## src/rtl/wdt_guard_pkg.sv

```systemverilog
package wdt_guard_pkg;
  localparam int unsigned REG_W    = 16;
  localparam int unsigned HOLD_POS = 7;
  localparam int unsigned MODE_POS = 4;
  localparam int unsigned CLR_POS  = 3;
  localparam int unsigned SRC_POS  = 2;
  localparam int unsigned LIM_W    = 2;

  typedef struct packed {
    logic             hold;
    logic             itv_mode;
    logic             src_aux;
    logic [LIM_W-1:0] lim_sel;
  } wdt_cfg_t;

  localparam wdt_cfg_t CFG_POR = '0;

  function automatic logic [REG_W-1:0] cfg_to_word(input logic [7:0] id, input wdt_cfg_t c);
    logic [REG_W-1:0] w;
    w              = '0;
    w[15:8]        = id;
    w[HOLD_POS]    = c.hold;
    w[MODE_POS]    = c.itv_mode;
    w[SRC_POS]     = c.src_aux;
    w[LIM_W-1:0]   = c.lim_sel;
    return w;
  endfunction

  function automatic wdt_cfg_t word_to_cfg(input logic [REG_W-1:0] w);
    wdt_cfg_t c;
    c.hold     = w[HOLD_POS];
    c.itv_mode = w[MODE_POS];
    c.src_aux  = w[SRC_POS];
    c.lim_sel  = w[LIM_W-1:0];
    return c;
  endfunction
endpackage

```

## src/rtl/wdt_ctrl_reg.sv

```systemverilog
module wdt_ctrl_reg
  import wdt_guard_pkg::*;
#(
  parameter logic [7:0] KEY = 8'h5A,
  parameter logic [7:0] ID  = 8'h69
) (
  input  logic             clk_i,
  input  logic             rst_ni,
  input  logic             wr_en_i,
  input  logic [REG_W-1:0] wr_data_i,
  output wdt_cfg_t         cfg_o,
  output logic             cnt_clr_o,
  output logic             bad_key_o,
  output logic [REG_W-1:0] rd_data_o
);
  wdt_cfg_t cfg_q;
  logic     key_match, good_wr;

  assign key_match = (wr_data_i[15:8] == KEY);
  assign good_wr   = wr_en_i && key_match;
  assign bad_key_o = wr_en_i && !key_match;
  assign cnt_clr_o = good_wr && wr_data_i[CLR_POS];

  // only power-on reset touches the configuration
  always_ff @(posedge clk_i or negedge rst_ni) begin
    if (!rst_ni)      cfg_q <= CFG_POR;
    else if (good_wr) cfg_q <= word_to_cfg(wr_data_i);
  end

  assign cfg_o     = cfg_q;
  assign rd_data_o = cfg_to_word(ID, cfg_q);

  assert_cfg_locked_R11: assert property (@(posedge clk_i) disable iff (!rst_ni)
    !good_wr |=> $stable(cfg_q));
endmodule

```

## src/rtl/wdt_tick_sel.sv

```systemverilog
module wdt_tick_sel #(
  parameter int unsigned N_SRC = 2,
  localparam int unsigned SEL_W = (N_SRC > 1) ? $clog2(N_SRC) : 1
) (
  input  logic [N_SRC-1:0] ticks_i,
  input  logic [SEL_W-1:0] sel_i,
  output logic             tick_o
);
  assign tick_o = ticks_i[sel_i];
endmodule

```

## src/rtl/wdt_counter.sv

```systemverilog
module wdt_counter #(
  parameter int unsigned CNT_W = 16,
  parameter int unsigned N_TAP = 4,
  parameter int unsigned TAP_W = 5,
  parameter logic [N_TAP*TAP_W-1:0] TAPS = {5'd6, 5'd9, 5'd13, 5'd15},
  localparam int unsigned SEL_W = $clog2(N_TAP)
) (
  input  logic             clk_i,
  input  logic             rst_ni,
  input  logic             tick_i,
  input  logic             hold_i,
  input  logic             clr_i,
  input  logic [SEL_W-1:0] tap_sel_i,
  output logic             hit_o
);
  logic [CNT_W-1:0] cnt_q;
  logic [N_TAP-1:0] tap_full;
  logic             advance;

  for (genvar g = 0; g < N_TAP; g++) begin : g_tap
    localparam int unsigned TB = int'(TAPS[g*TAP_W +: TAP_W]);
    localparam logic [CNT_W-1:0] MASK = {CNT_W{1'b1}} >> (CNT_W - TB);
    assign tap_full[g] = ((cnt_q & MASK) == MASK);
  end

  assign advance = tick_i && !hold_i && !clr_i;
  assign hit_o   = advance && tap_full[tap_sel_i];

  always_ff @(posedge clk_i or negedge rst_ni) begin
    if (!rst_ni)               cnt_q <= '0;
    else if (clr_i || hit_o)   cnt_q <= '0;
    else if (advance)          cnt_q <= cnt_q + 1'b1;
  end

  assert_hold_freeze_R6: assert property (@(posedge clk_i) disable iff (!rst_ni)
    (hold_i && !clr_i) |=> $stable(cnt_q));
  assert_restart_after_hit_R4: assert property (@(posedge clk_i) disable iff (!rst_ni)
    hit_o |=> (cnt_q == '0));
endmodule

```

## src/rtl/wdt_guard.sv

```systemverilog
module wdt_guard
  import wdt_guard_pkg::*;
#(
  parameter int unsigned CNT_W = 16,
  parameter logic [7:0]  KEY   = 8'h5A,
  parameter logic [7:0]  ID    = 8'h69,
  parameter logic [19:0] TAPS  = {5'd6, 5'd9, 5'd13, 5'd15}
) (
  input  logic        clk_i,
  input  logic        rst_ni,
  input  logic        wr_en_i,
  input  logic [15:0] wr_data_i,
  output logic [15:0] rd_data_o,
  input  logic        tick_main_i,
  input  logic        tick_aux_i,
  input  logic        flag_clr_i,
  output logic        rst_req_o,
  output logic        irq_flag_o
);
  localparam int unsigned N_SRC = 2;

  wdt_cfg_t cfg;
  logic     cnt_clr, bad_key, tick, hit;
  logic     rst_req_q, irq_q;

  wdt_ctrl_reg #(.KEY(KEY), .ID(ID)) u_ctrl (
    .clk_i     (clk_i),
    .rst_ni    (rst_ni),
    .wr_en_i   (wr_en_i),
    .wr_data_i (wr_data_i),
    .cfg_o     (cfg),
    .cnt_clr_o (cnt_clr),
    .bad_key_o (bad_key),
    .rd_data_o (rd_data_o)
  );

  wdt_tick_sel #(.N_SRC(N_SRC)) u_tick_sel (
    .ticks_i ({tick_aux_i, tick_main_i}),
    .sel_i   (cfg.src_aux),
    .tick_o  (tick)
  );

  wdt_counter #(.CNT_W(CNT_W), .N_TAP(4), .TAP_W(5), .TAPS(TAPS)) u_counter (
    .clk_i     (clk_i),
    .rst_ni    (rst_ni),
    .tick_i    (tick),
    .hold_i    (cfg.hold),
    .clr_i     (cnt_clr | bad_key),
    .tap_sel_i (cfg.lim_sel),
    .hit_o     (hit)
  );

  always_ff @(posedge clk_i or negedge rst_ni) begin
    if (!rst_ni) begin
      rst_req_q <= 1'b0;
      irq_q     <= 1'b0;
    end else begin
      rst_req_q <= bad_key | (hit & ~cfg.itv_mode);
      irq_q     <= (hit & cfg.itv_mode) | (irq_q & ~flag_clr_i);
    end
  end

  assign rst_req_o  = rst_req_q;
  assign irq_flag_o = irq_q;

  assert_bad_key_reset_R2: assert property (@(posedge clk_i) disable iff (!rst_ni)
    (wr_en_i && wr_data_i[15:8] != KEY) |=> rst_req_o);
  assert_single_pulse_R5: assert property (@(posedge clk_i) disable iff (!rst_ni)
    (rst_req_o && !bad_key) |=> !rst_req_o);
  assert_interval_no_reset_R7: assert property (@(posedge clk_i) disable iff (!rst_ni)
    (hit && cfg.itv_mode && !bad_key) |=> (irq_flag_o && !rst_req_o));
  assert_flag_clear_R8: assert property (@(posedge clk_i) disable iff (!rst_ni)
    (flag_clr_i && !(hit && cfg.itv_mode)) |=> !irq_flag_o);
endmodule

```

## config.mk

```make
export PLATFORM = sky130hd
export DESIGN_NAME = wdt_guard
export DESIGN_NICKNAME = d
export VERILOG_FILES = /design/src/rtl/wdt_guard_pkg.sv /design/src/rtl/wdt_ctrl_reg.sv /design/src/rtl/wdt_tick_sel.sv /design/src/rtl/wdt_counter.sv /design/src/rtl/wdt_guard.sv
export SDC_FILE = /design/constraint.sdc
export NUM_CORES = 1
export LEC_CHECK = 0
export BUFFER_PORTS_ARGS = -buffer_cell sky130_fd_sc_hd__buf_2
export CAP_MARGIN = 20
export CORE_UTILIZATION = 40
export DETAILED_ROUTE_END_ITERATION = 10
export HOLD_SLACK_MARGIN = 0.05
export PLACE_DENSITY = 0.68
export SKIP_LAST_GASP = 1
export SYNTH_ARGS = -nofsm -noshare
export SYNTH_HDL_FRONTEND = slang
export SYNTH_HIERARCHICAL = 1
export SYNTH_SLANG_ARGS = --single-unit
export TNS_END_PERCENT = 10
```

## constraint.sdc

```tcl
create_clock -name clk_i -period 2.55 [get_ports clk_i]
set_input_delay 0.51 -clock clk_i [delete_from_list [all_inputs] [get_ports clk_i]]
set_output_delay 0.51 -clock clk_i [all_outputs]
set_load 0.05 [all_outputs]
```

# Word level (Yosys, flattened, before mapping)
# Cells that the tools add are included.
# op_classes
add_sub_neg	1
order_cmp	2
n_eq_ne	5
mux	6
n_bitwise	8
reduce_logical	11
# op_table
cell	n
$mux W16	2
$add A16 B1 Y16 const B	1
$eq A15 B15 Y1 const B	1
$eq A13 B13 Y1 const B	1
$eq A9 B9 Y1 const B	1
$eq A8 B7 Y1 const B	1
$eq A6 B6 Y1 const B	1
$logic_and A1 B1 Y1	6
$and A1 B1 Y1	3
$logic_not A1 Y1	3
$lt A2 B3 Y1 const B	1
$mux W1	3
$or A1 B1 Y1	3
$bmux W1 S2	1
$lt A1 B2 Y1 const B	1
$not A1 Y1	2
$reduce_bool A2 Y1	1
$logic_or A1 B1 Y1	1
# totals
ff_bits	23
input_bits	22
output_inout_bits	18
wordCells	40

# Longest topological paths before layout
# Gate-level depths: netlist of run 1.
# logic_depth
word_depth	9
mapped_depth	12

# Hierarchy
# Netlist of run 1, hierarchy kept.
# modules_own_cells
mod	n_inst	cells_each	area_per_inst_um2	seq_area_each_um2
wdt_counter	1	100	1004.7	375.4
wdt_ctrl_reg	1	34	385.4	125.1
wdt_guard	1	8	80.1	50.0
wdt_tick_sel	1	1	15.0	0.0

# Least setup slack after synthesis of run 1
# No wires, ideal clock.
# synth_timing
path_kind	input -> register
start	in wr_data_i[13]
end	reg irq_q, in the netlist irq_flag_o
setup_ns	0.083
arrival_ns	2.288
required_ns	2.467
path_slack_ns	0.179
path_stages	10
cell_sequence	and4bb_2 a21boi_0 or2_1 nor3b_1 nand2_1 a21oi_1 buf_6 or2_2 nand2_1 o21ai_0
# synth_between
elab_chain_len	9
elab_cells_between_ends	11
# synth_rtl
item	line	source
from (decl)	wdt_guard.sv:12	input logic [15:0] wr_data_i,
$eq A8 B7 Y1	wdt_ctrl_reg.sv:19	assign key_match = (wr_data_i[15:8] == KEY);
$logic_not A1 Y1	wdt_ctrl_reg.sv:21	assign bad_key_o = wr_en_i && !key_match;
$logic_and A1 B1 Y1	wdt_ctrl_reg.sv:21	
net bad_key	wdt_guard.sv:23	logic cnt_clr, bad_key, tick, hit;
$or A1 B1 Y1	wdt_guard.sv:48	.clr_i (cnt_clr | bad_key),
$logic_not A1 Y1	wdt_counter.sv:26	assign advance = tick_i && !hold_i && !clr_i;
$logic_and A1 B1 Y1	wdt_counter.sv:26	
$logic_and A1 B1 Y1	wdt_counter.sv:27	assign hit_o = advance && tap_full[tap_sel_i];
net hit	wdt_guard.sv:23	
$and A1 B1 Y1	wdt_guard.sv:59	irq_q <= (hit & cfg.itv_mode) | (irq_q & ~flag_clr_i);
$or A1 B1 Y1	wdt_guard.sv:59	
to (signal assigned)	wdt_guard.sv:59	
to (decl)	wdt_guard.sv:24	logic rst_req_q, irq_q;
# The timed path passes the listed nets, and every way through them passes these cells.
# A chain may end at the register's enable or synchronous reset.

# Final worst setup path of run 1
# layout_timing
start	in wr_data_i[9]
end	reg u_counter.cnt_q[11]
# layout_between
elab_chain_len	9
elab_cells_between_ends	12
# layout_rtl
item	line	source
$eq A8 B7 Y1 *	wdt_ctrl_reg.sv:19	
$logic_not A1 Y1 *	wdt_ctrl_reg.sv:21	
$logic_and A1 B1 Y1 *	wdt_ctrl_reg.sv:21	
net bad_key	wdt_guard.sv:23	
$or A1 B1 Y1 *	wdt_guard.sv:48	
$logic_not A1 Y1	wdt_counter.sv:26	
$logic_and A1 B1 Y1	wdt_counter.sv:26	
$logic_and A1 B1 Y1	wdt_counter.sv:27	
$logic_or A1 B1 Y1	wdt_counter.sv:31	else if (clr_i || hit_o) cnt_q <= '0;
$mux W16 or $reduce_bool A2 Y1 (tied branches)	--	
to (signal assigned)	wdt_counter.sv:32	else if (advance) cnt_q <= cnt_q + 1'b1;
to (decl)	wdt_counter.sv:16	logic [CNT_W-1:0] cnt_q;
# Mark *: on every way through the listed nets, which the timed path passes. The rest lies on a longest branch.

==> results of run 1 <==
through the flow:
| stage | cell area [sq um] | hold slack [ns] | power, mW | util [%] |
|---|---|---|---|---|
| floorplan | 1520 | 0.214 | 0.472 | - |
| global placement | 1640 | 0.498 | 0.485 | 47.7 |
| detailed placement | 1640 | 0.513 | 0.488 | 47.7 |
| CTS | 1700 | 0.217 | 0.743 | 49.3 |
| global route | 1700 | 0.234 | 0.766 | 49.3 |
| finish | 1700 | 0.196 | 0.742 | 49.3 |
critical path: stages:
cell	delay, ns
buf_2	0.09
and4bb_2	0.25
a21boi_0	0.22
or2_1	0.28
o2111ai_1	0.23
or3_1	0.38
a2111oi_0	0.39
state kept, by name (all words and copies together) (netlist names):
signal           flops
u_counter/cnt_q     15
rst_req_o            1
irq_flag_o           1
u_ctrl/cfg_o         5
power groups by stage:
stage          Combinational [mW]  Sequential, mW  Clock [mW]
2_1_floorplan               0.100           0.372           0
3_3_place_gp                0.114           0.370           0
3_5_place_dp                0.117           0.371           0
4_1_cts                     0.117           0.364       0.262
5_1_grt                     0.124           0.365       0.277
6_report                    0.116           0.364       0.261
layout make-up:
| type | instances | area share (%) |
|---|---|---|
| inverter | 3 | 0.664 |
| timing repair buffer | 38 | 14.5 |
| multi-input combinational | 105 | 45.8 |
| sequential | 22 | 32.5 |
| tap | 46 | 3.39 |
| clock buffer | 4 | 3.25 |
synthesized netlist by cell type, types with 3 or more instances:
| cell | instances |
|---|---|
| nand2_1 | 13 |
| buf_4 | 16 |
| o21ai_0 | 10 |
| mux2_4 | 6 |
| inv_1 | 3 |
| dfrtp_1 | 22 |
| o2111ai_1 | 4 |
| nor4_1 | 8 |
| or3_1 | 3 |
| nor2_1 | 3 |
| xor2_1 | 8 |
| a21oi_1 | 3 |
| buf_6 | 5 |
| and3_1 | 3 |
kinds of logic (layout without fill, tap and decap cells):
| kind of cell | Yosys count | in the layout | share of synthesized area (%) |
|---|---|---|---|
| other | 2 | 11 | 0.506 |
| and+or+nand+nor | 50 | 50 | 22.1 |
| AOI/OAI and AO/OA | 28 | 28 | 14.9 |
| buffers and inverters | 25 | 45 | 13.0 |
| xor gates and xnor gates | 8 | 8 | 4.72 |
| muxes | 6 | 6 | 6.07 |
| adders and majority gates | 2 | 2 | 1.68 |
| DFF | 22 | 22 | 37.1 |
layer usage:
layer	track usage, %	wire, um	vias up
li1	-	-	551
met5	0	0	-
met3	3.28	161	3
met1	21.2	1360	541
met2	27.2	1410	43
met4	4.36	27	0
worst max path at each step:
stage / start / to / slack (ns)
6_report: wr_data_i[9] / u_counter/cnt_q[11]$_DFFE_PN0P_ / 0.34
4_1_cts: wr_data_i[9] / u_counter/cnt_q[11]$_DFFE_PN0P_ / 0.29
3_5_place_dp: wr_data_i[9] / u_counter/cnt_q[11]$_DFFE_PN0P_ / 0.02
5_1_grt: wr_data_i[9] / u_counter/cnt_q[12]$_DFFE_PN0P_ / 0.09
3_3_place_gp: wr_data_i[9] / u_counter/cnt_q[11]$_DFFE_PN0P_ / 0.10
2_1_floorplan: wr_data_i[13] / irq_flag_o$_DFF_PN0_ / 0.18
==> results.yml, run 1 <==
timing:
  final-setup-viol-count: 0
  drv_slew: 0
  fin_crit_sh_pct: 86.6
  fin_skew_ns: 0.00271
  fin_setup_tns_ns: 0
  rsz0062_at_grt: "false"
  layout_setup_ws_ns: 0.343
  fin_crit_ns: 2.21
  report.final.hold_viol_count: 0
  timing.fmax_mhz: 453
routing:
  drt_iter0_markers: 53
  dr.pass1.iters: 4
  drt_wl_total_um: 2960
  vias: 1138
  viasPerCell: 5.22
  drc_errors: 0
  ant_nets: 0
  avgRoutedWirePerCell_um: 13.6
worst_setup_path:
  r2r_start: "u_counter/cnt_q[0]$_DFFE_PN0P_"
  startpoint_type: "input port"
  critPathCaptureType: "register"
  arrival_ns: 2.35
  r2r_setup_slack_ns: 0.36
  reg2reg_to: "u_counter/cnt_q[12]$_DFFE_PN0P_"
  cp_max_fo: 5
  required_ns: 2.70
  reg2reg_depth: 10
  crit_type: "in2reg"
power_and_ir_drop:
  peakVddDrop_v: 0.000210
  seqPwrFrac_pct: 49.1
  switching_share_pct: 29.0
  pwr-share-clk_pct: 35.2
  p_per_area_nw_per_um2: 438
  p_sw_mw: 0.215
  leakagePower_nw: 0.762
  pwr-share-comb_pct: 15.7
  p_int_mw: 0.527
synthesis:
  synth_edf_count: 0
  synth_top_area_cell: "dfrtp_1"
  synthArstFlopShare_pct: 100
  syn_inst: 143
  ys_ff_latch: 22
  syn_area_sq_um: 1490
  synthTopCellsByArea: "dfrtp_1, buf_4, mux2_4"
  synth-main-ff-cell: "dfrtp_1"
  ys_types: 42
  yosysWarnings: 6
  synth_top_area_share_pct: 37.1
  yosysSeqAreaShare_pct: 37.1
  synth.avg_cell_area_sq_um: 10.4
global_route:
  grt_pass1_vias: 1143
  grt_max_degree: 23
  track_usage_pct: 16.3
  antenna_found_initial: 0
  grt_pass1_wl_um: 5200
  overflow: 0
layout:
  final_layout_size_suffix_gt1_share_pct: 34.9
  fill_cells: 322
  area_growth_pct: 14.2
  antenna_cells: 0
  layout.cells.non_filler: 218
  nNetsFinal: 197
  seqCellArea_sq_um: 551
  multi_input_area_sq_um: 776
  final_cell_mix: "buf_2, dfrtp_1, nand2_1, conb_1"
  layout_commonest_cell: "buf_2"
die:
  pin_count: 40
  core-area_sq_um: 3440
  die_x_um: 62.9
  die-height_um: 62.9
  start_util_pct: 43.1
  rows: 21
  die_area_sq_um: 3960
run:
  drv_cap: 0
outcome:
  status: "finished, final reports clean"
clock_tree:
  path_clk_slew_ns: 0.08
  cts_buffers: 3
  cts_sinks: 22
  cts_tree: "built"
  post_cts_resized: 0
  post_cts_buffers: 0
  cts-root-buf: "clkbuf_8"
  hold_buffers: 0
  htreeDepth: 1
  insertion_delay_ns: 0.27
  cts.path.max_buffers: 2
place:
  port_buffers: 26
  dp_slack_ns: 0.0167
  finalWeightedCongestion: 0.842
  dp.cells: 214
  place_hpwl_um: 2260
min_path:
  hold_path_class: "in2async"
Power figures use the tool's default switching activity.
==> run 2: changes to the inputs <==
--- a/config.mk
+++ b/config.mk
@@ -11,6 +11,7 @@
 export DETAILED_ROUTE_END_ITERATION = 10
 export HOLD_SLACK_MARGIN = 0.05
 export PLACE_DENSITY = 0.68
+export REMOVE_ABC_BUFFERS = 1
 export SKIP_LAST_GASP = 1
 export SYNTH_ARGS = -nofsm -noshare
 export SYNTH_HDL_FRONTEND = slang
==> run 2 against run 1 <==
  * Sequential power barely moved
  * Clock power decreased by 21%
  * Largest power group unchanged
  * Combinational power is essentially flat
  * Largest cell class unchanged
  * Highest routed layer unchanged
==> results.yml, run 2 (synthesis results as in run 1) <==
outcome:
  status: "finished, final reports clean"
die:
  die-height_um: 62.9
  pin_count: 40
  start_util_pct: 43.1
  die_area_sq_um: 3960
  die_x_um: 62.9
  core-area_sq_um: 3440
  rows: 21
clock_tree:
  insertion_delay_ns: 0.26
  path_clk_slew_ns: 0.07
  cts_sinks: 22
  cts-root-buf: "clkbuf_8"
  post_cts_buffers: 0
  post_cts_resized: 0
  hold_buffers: 0
  cts_tree: "built"
  htreeDepth: 1
  cts.path.max_buffers: 2
  cts_buffers: 3
layout:
  largest_reg_flops: 15
  nNetsFinal: 194
  fill_cells: 342
  final_cell_mix: "buf_2, dfrtp_1, nand2_1, conb_1, o21ai_0"
  regMostFlops: "u_counter/cnt_q"
  layout_commonest_cell: "buf_2"
  final_layout_size_suffix_gt1_share_pct: 33.3
  fin_util_pct: 47.5
  area_growth_pct: 10.0
  layout.cells.non_filler: 214
  antenna_cells: 0
worst_setup_path:
  crit_type: "in2reg"
  required_ns: 2.69
  arrival_ns: 2.37
  cp_max_fo: 8
  cpPeakStageDelay_ns: 0.38
  crit_chain: "buf_2, and4bb_2, a21boi_0, or2_1, nor3b_1, nand2_1, a21oi_1, buf_4, a2111oi_0"
  critPathCaptureType: "register"
  startpoint_type: "input port"
  crit_path_top_delay_cell: "nor3b_1"
timing:
  fin_crit_sh_pct: 87.4
  final-setup-viol-count: 0
  whs_ns: 0.207
  fin_skew_ns: 0.000895
  timing.fmax_mhz: 448
  drv_slew: 0
  rsz0062_at_grt: "false"
  layout_setup_ws_ns: 0.320
  fin_crit_ns: 2.23
  report.final.hold_viol_count: 0
place:
  finalWeightedCongestion: 0.853
  port_buffers: 26
  place_hpwl_um: 2290
  dp.cells: 211
  dp_slack_ns: 0.0252
routing:
  vias: 1122
  ant_nets: 0
  drt_iter0_markers: 57
  viasPerCell: 5.24
  drt_wl_total_um: 2880
  avgRoutedWirePerCell_um: 13.5
  dr.pass1.iters: 4
  drc_errors: 0
run:
  drv_cap: 0
power_and_ir_drop:
  leakagePower_nw: 0.735
  p_per_area_nw_per_um2: 420
  peakVddDrop_v: 0.000165
global_route:
  track_usage_pct: 16.0
  grt_max_degree: 23
  grt_pass1_wl_um: 4950
  grt_pass1_vias: 1064
  antenna_found_initial: 0
  overflow: 0
min_path:
  hold_path_class: "in2async"
run 2: area by class of cell:
cell class              count  area [sq um]  area share [%]
multi-input cells         105           776            47.5
well taps                  46          57.6            3.52
repair buffers             35           198            12.1
flip-flops and latches     22           551            33.7
inverters                   3          11.3           0.689
clock buffers               3          41.3            2.53
run 2: stage by stage:
stage / total power [mW] / setup TNS, ns / instance area [sq um]
finish: 0.686 / 0 / 1630
global route: 0.724 / 0 / 1630
CTS: 0.699 / 0 / 1630
detailed placement: 0.486 / 0 / 1590
global placement: 0.484 / 0 / 1590
floorplan: 0.448 / -3.14 / 1340
run 2: final timing paths:
path                                                start                               to  slack (ns)  cells past startpoint
max in group asynchronous                          rst_ni   u_counter/cnt_q[0]$_DFFE_PN0P_        2.01                      1
min in group clk_i                             flag_clr_i             irq_flag_o$_DFF_PN0_        0.41                      2
max                                         wr_data_i[13]  u_counter/cnt_q[11]$_DFFE_PN0P_        0.32                      9
min reg2reg                u_counter/cnt_q[1]$_DFFE_PN0P_   u_counter/cnt_q[1]$_DFFE_PN0P_        0.51                      2
max reg2reg                   u_ctrl/cfg_o[2]$_DFFE_PN0P_  u_counter/cnt_q[14]$_DFFE_PN0P_        0.48                      5
min                                                rst_ni   u_counter/cnt_q[9]$_DFFE_PN0P_        0.21                      1
run 2: power by group:
part | switching (mW) | internal (mW) | leakage (nW) | total (mW)
Sequential | 0.00824 | 0.356 | 0.303 | 0.364
Combinational | 0.0826 | 0.0318 | 0.411 | 0.114
Clock | 0.102 | 0.105 | 0.0216 | 0.207
Total | 0.193 | 0.493 | 0.735 | 0.686
run 2: routing by layer:
layer | global-route usage, % | vias to the layer above | share of wire (%)
met5 | 0 | - | 0
met4 | 8.72 | 0 | 2.1
met3 | 1.28 | 5 | 4.5
met2 | 26.3 | 31 | 50
met1 | 20.6 | 542 | 44
li1 | - | 544 | -
run 2: critical path: cells and delay by family:
| kind | cells | cell delay (ns) |
|---|---|---|
| simple gates | 4 | 1.16 |
| compound gates | 3 | 0.40 |
| buf+inv | 2 | 0.29 |
==> run 3: changes to the inputs <==
--- a/config.mk
+++ b/config.mk
@@ -10,7 +10,7 @@
 export CORE_UTILIZATION = 40
 export DETAILED_ROUTE_END_ITERATION = 10
 export HOLD_SLACK_MARGIN = 0.05
-export PLACE_DENSITY = 0.68
+export PLACE_DENSITY = 0.7
 export REMOVE_ABC_BUFFERS = 1
 export SKIP_LAST_GASP = 1
 export SYNTH_ARGS = -nofsm -noshare
==> constraint.sdc (replaced) <==
create_clock -name clk_i -period 1.85 [get_ports clk_i]
set_input_delay 0.37 -clock clk_i [delete_from_list [all_inputs] [get_ports clk_i]]
set_output_delay 0.37 -clock clk_i [all_outputs]
set_load 0.05 [all_outputs]
==> run 3 against run 2 <==
  * Clock-buffer cell count stayed put
  * Critical path depth is 1 lower
  * Worst hold slack worse by 0.15 ns
  * Combinational power is 55% higher
  * Largest power group unchanged
  * Non-clock buffer count is 10 higher
  * Via count is 2.2% higher
==> results.yml, run 3 (synthesis results as in run 1) <==
worst_setup_path:
  startpoint_type: "input port"
  cp_max_fo: 4
  arrival_ns: 1.98
  crit_type: "in2reg"
  critPathCaptureType: "register"
  required_ns: 2.01
layout:
  final_cell_mix: "buf_2, dfrtp_1, buf_4, nand2_1, conb_1"
  regMostFlops: "u_counter/cnt_q"
  antenna_cells: 0
  layout_commonest_cell: "buf_2"
  layout.cells.non_filler: 224
  fin_area_sq_um: 1780
  nNetsFinal: 204
  largest_reg_flops: 15
  area_growth_pct: 20.1
  final_layout_size_suffix_gt1_share_pct: 43.3
run:
  drv_cap: 0
timing:
  rsz0062_at_grt: "true"
  drv_slew: 0
  fin_crit_sh_pct: 98.4
  final-setup-viol-count: 0
  fin_crit_ns: 1.82
  fin_skew_ns: 0.00178
  layout_setup_ws_ns: 0.0302
  report.final.hold_viol_count: 0
  timing.fmax_mhz: 550
clock_tree:
  path_clk_slew_ns: 0.08
  insertion_delay_ns: 0.26
  htreeDepth: 1
  cts_sinks: 22
  cts.path.max_buffers: 2
  cts_buffers: 3
  cts-root-buf: "clkbuf_8"
  hold_buffers: 0
  cts_tree: "built"
place:
  place_hpwl_um: 2300
  port_buffers: 26
  dp_slack_ns: -0.482
  placed_area_sq_um: 1670
  dp.cells: 220
  finalWeightedCongestion: 0.849
power_and_ir_drop:
  peakVddDrop_v: 0.000328
  leakagePower_nw: 0.796
  total_power_mw: 0.973
  p_per_area_nw_per_um2: 545
routing:
  drc_errors: 0
  vias: 1147
  drt_wl_total_um: 3080
  viasPerCell: 5.12
  avgRoutedWirePerCell_um: 13.8
  dr.pass1.iters: 4
  ant_nets: 0
  drt_iter0_markers: 30
global_route:
  overflow: 0
  grt_pass1_wl_um: 5000
  antenna_found_initial: 0
  grt_max_degree: 23
  grt_pass1_vias: 1120
  track_usage_pct: 16.4
die:
  die-height_um: 62.9
  pin_count: 40
  start_util_pct: 43.1
  core-area_sq_um: 3440
  die_area_sq_um: 3960
  rows: 21
  die_x_um: 62.9
outcome:
  status: "finished, final reports clean"
min_path:
  hold_path_class: "in2async"
==> run 3: cell types whose count changed in the layout (fill, tap and decap cells not counted), sizes merged <==
cell	change
buf	+10
==> run 3: what timing repair did <==
item / CTS / global route
pin swaps: 4 / 6
setup endpoints to repair: 17 / 14
endpoints found under the hold margin: 0 / 0
setup buffers: 1 / 0
resized for setup: 7 / 9
==> run 3: report_power, final <==
group / switching (mW) / internal [mW]
Combinational: 0.121 / 0.0559
Clock: 0.152 / 0.145
Sequential: 0.00850 / 0.491
Total: 0.281 / 0.692
==> run 3: critical path: stages <==
cell	delay [ns]
buf_2	0.10
and4bb_2	0.33
nand3_4	0.08
nor2_1	0.08
or2_4	0.17
o2111ai_2	0.17
or3_1	0.39
a2111oi_2	0.29
==> run 3: final timing paths <==
path,startpoint,end,slack [ns],cells after the start
worst max-delay path,wr_data_i[15],u_counter/cnt_q[13]$_DFFE_PN0P_,0.03,8
worst min-delay path,rst_ni,u_counter/cnt_q[14]$_DFFE_PN0P_,0.06,1
worst max register to register,u_ctrl/cfg_o[2]$_DFFE_PN0P_,u_counter/cnt_q[11]$_DFFE_PN0P_,0.04,6
worst min register to register,irq_flag_o$_DFF_PN0_,irq_flag_o$_DFF_PN0_,0.53,2
max in group asynchronous,rst_ni,u_ctrl/cfg_o[1]$_DFFE_PN0P_,1.47,1
min in group clk_i,flag_clr_i,irq_flag_o$_DFF_PN0_,0.27,2
==> run 3: through the flow <==
| stage | util, % | setup TNS, ns | hold WS [ns] |
|---|---|---|---|
| floorplan | - | -11.63 | 0.0744 |
| global placement | 48.6 | -6.51 | 0.361 |
| detailed placement | 48.6 | -6.92 | 0.363 |
| CTS | 50.6 | -0.0280 | 0.0738 |
| global route | 51.8 | -0.274 | 0.0968 |
| finish | 51.8 | 0 | 0.0580 |
==> run 3: cell type report <==
type	instances	area, sq um
Fill cell	323	1660
Timing Repair Buffer	45	285
Inverter	3	11.3
Sequential cell	22	551
Clock buffer	3	41.3
Multi-Input combinational cell	105	838
Tap cell	46	57.6
==> run 3: layer usage <==
layer  vias to the layer above  global-route usage [%]  routed length, um
met2                        29                    27.0               1590
li1                        566                       -                  -
met5                         -                       0                  0
met1                       548                    20.0               1330
met4                         0                    10.8                 72
met3                         4                    2.01                 84
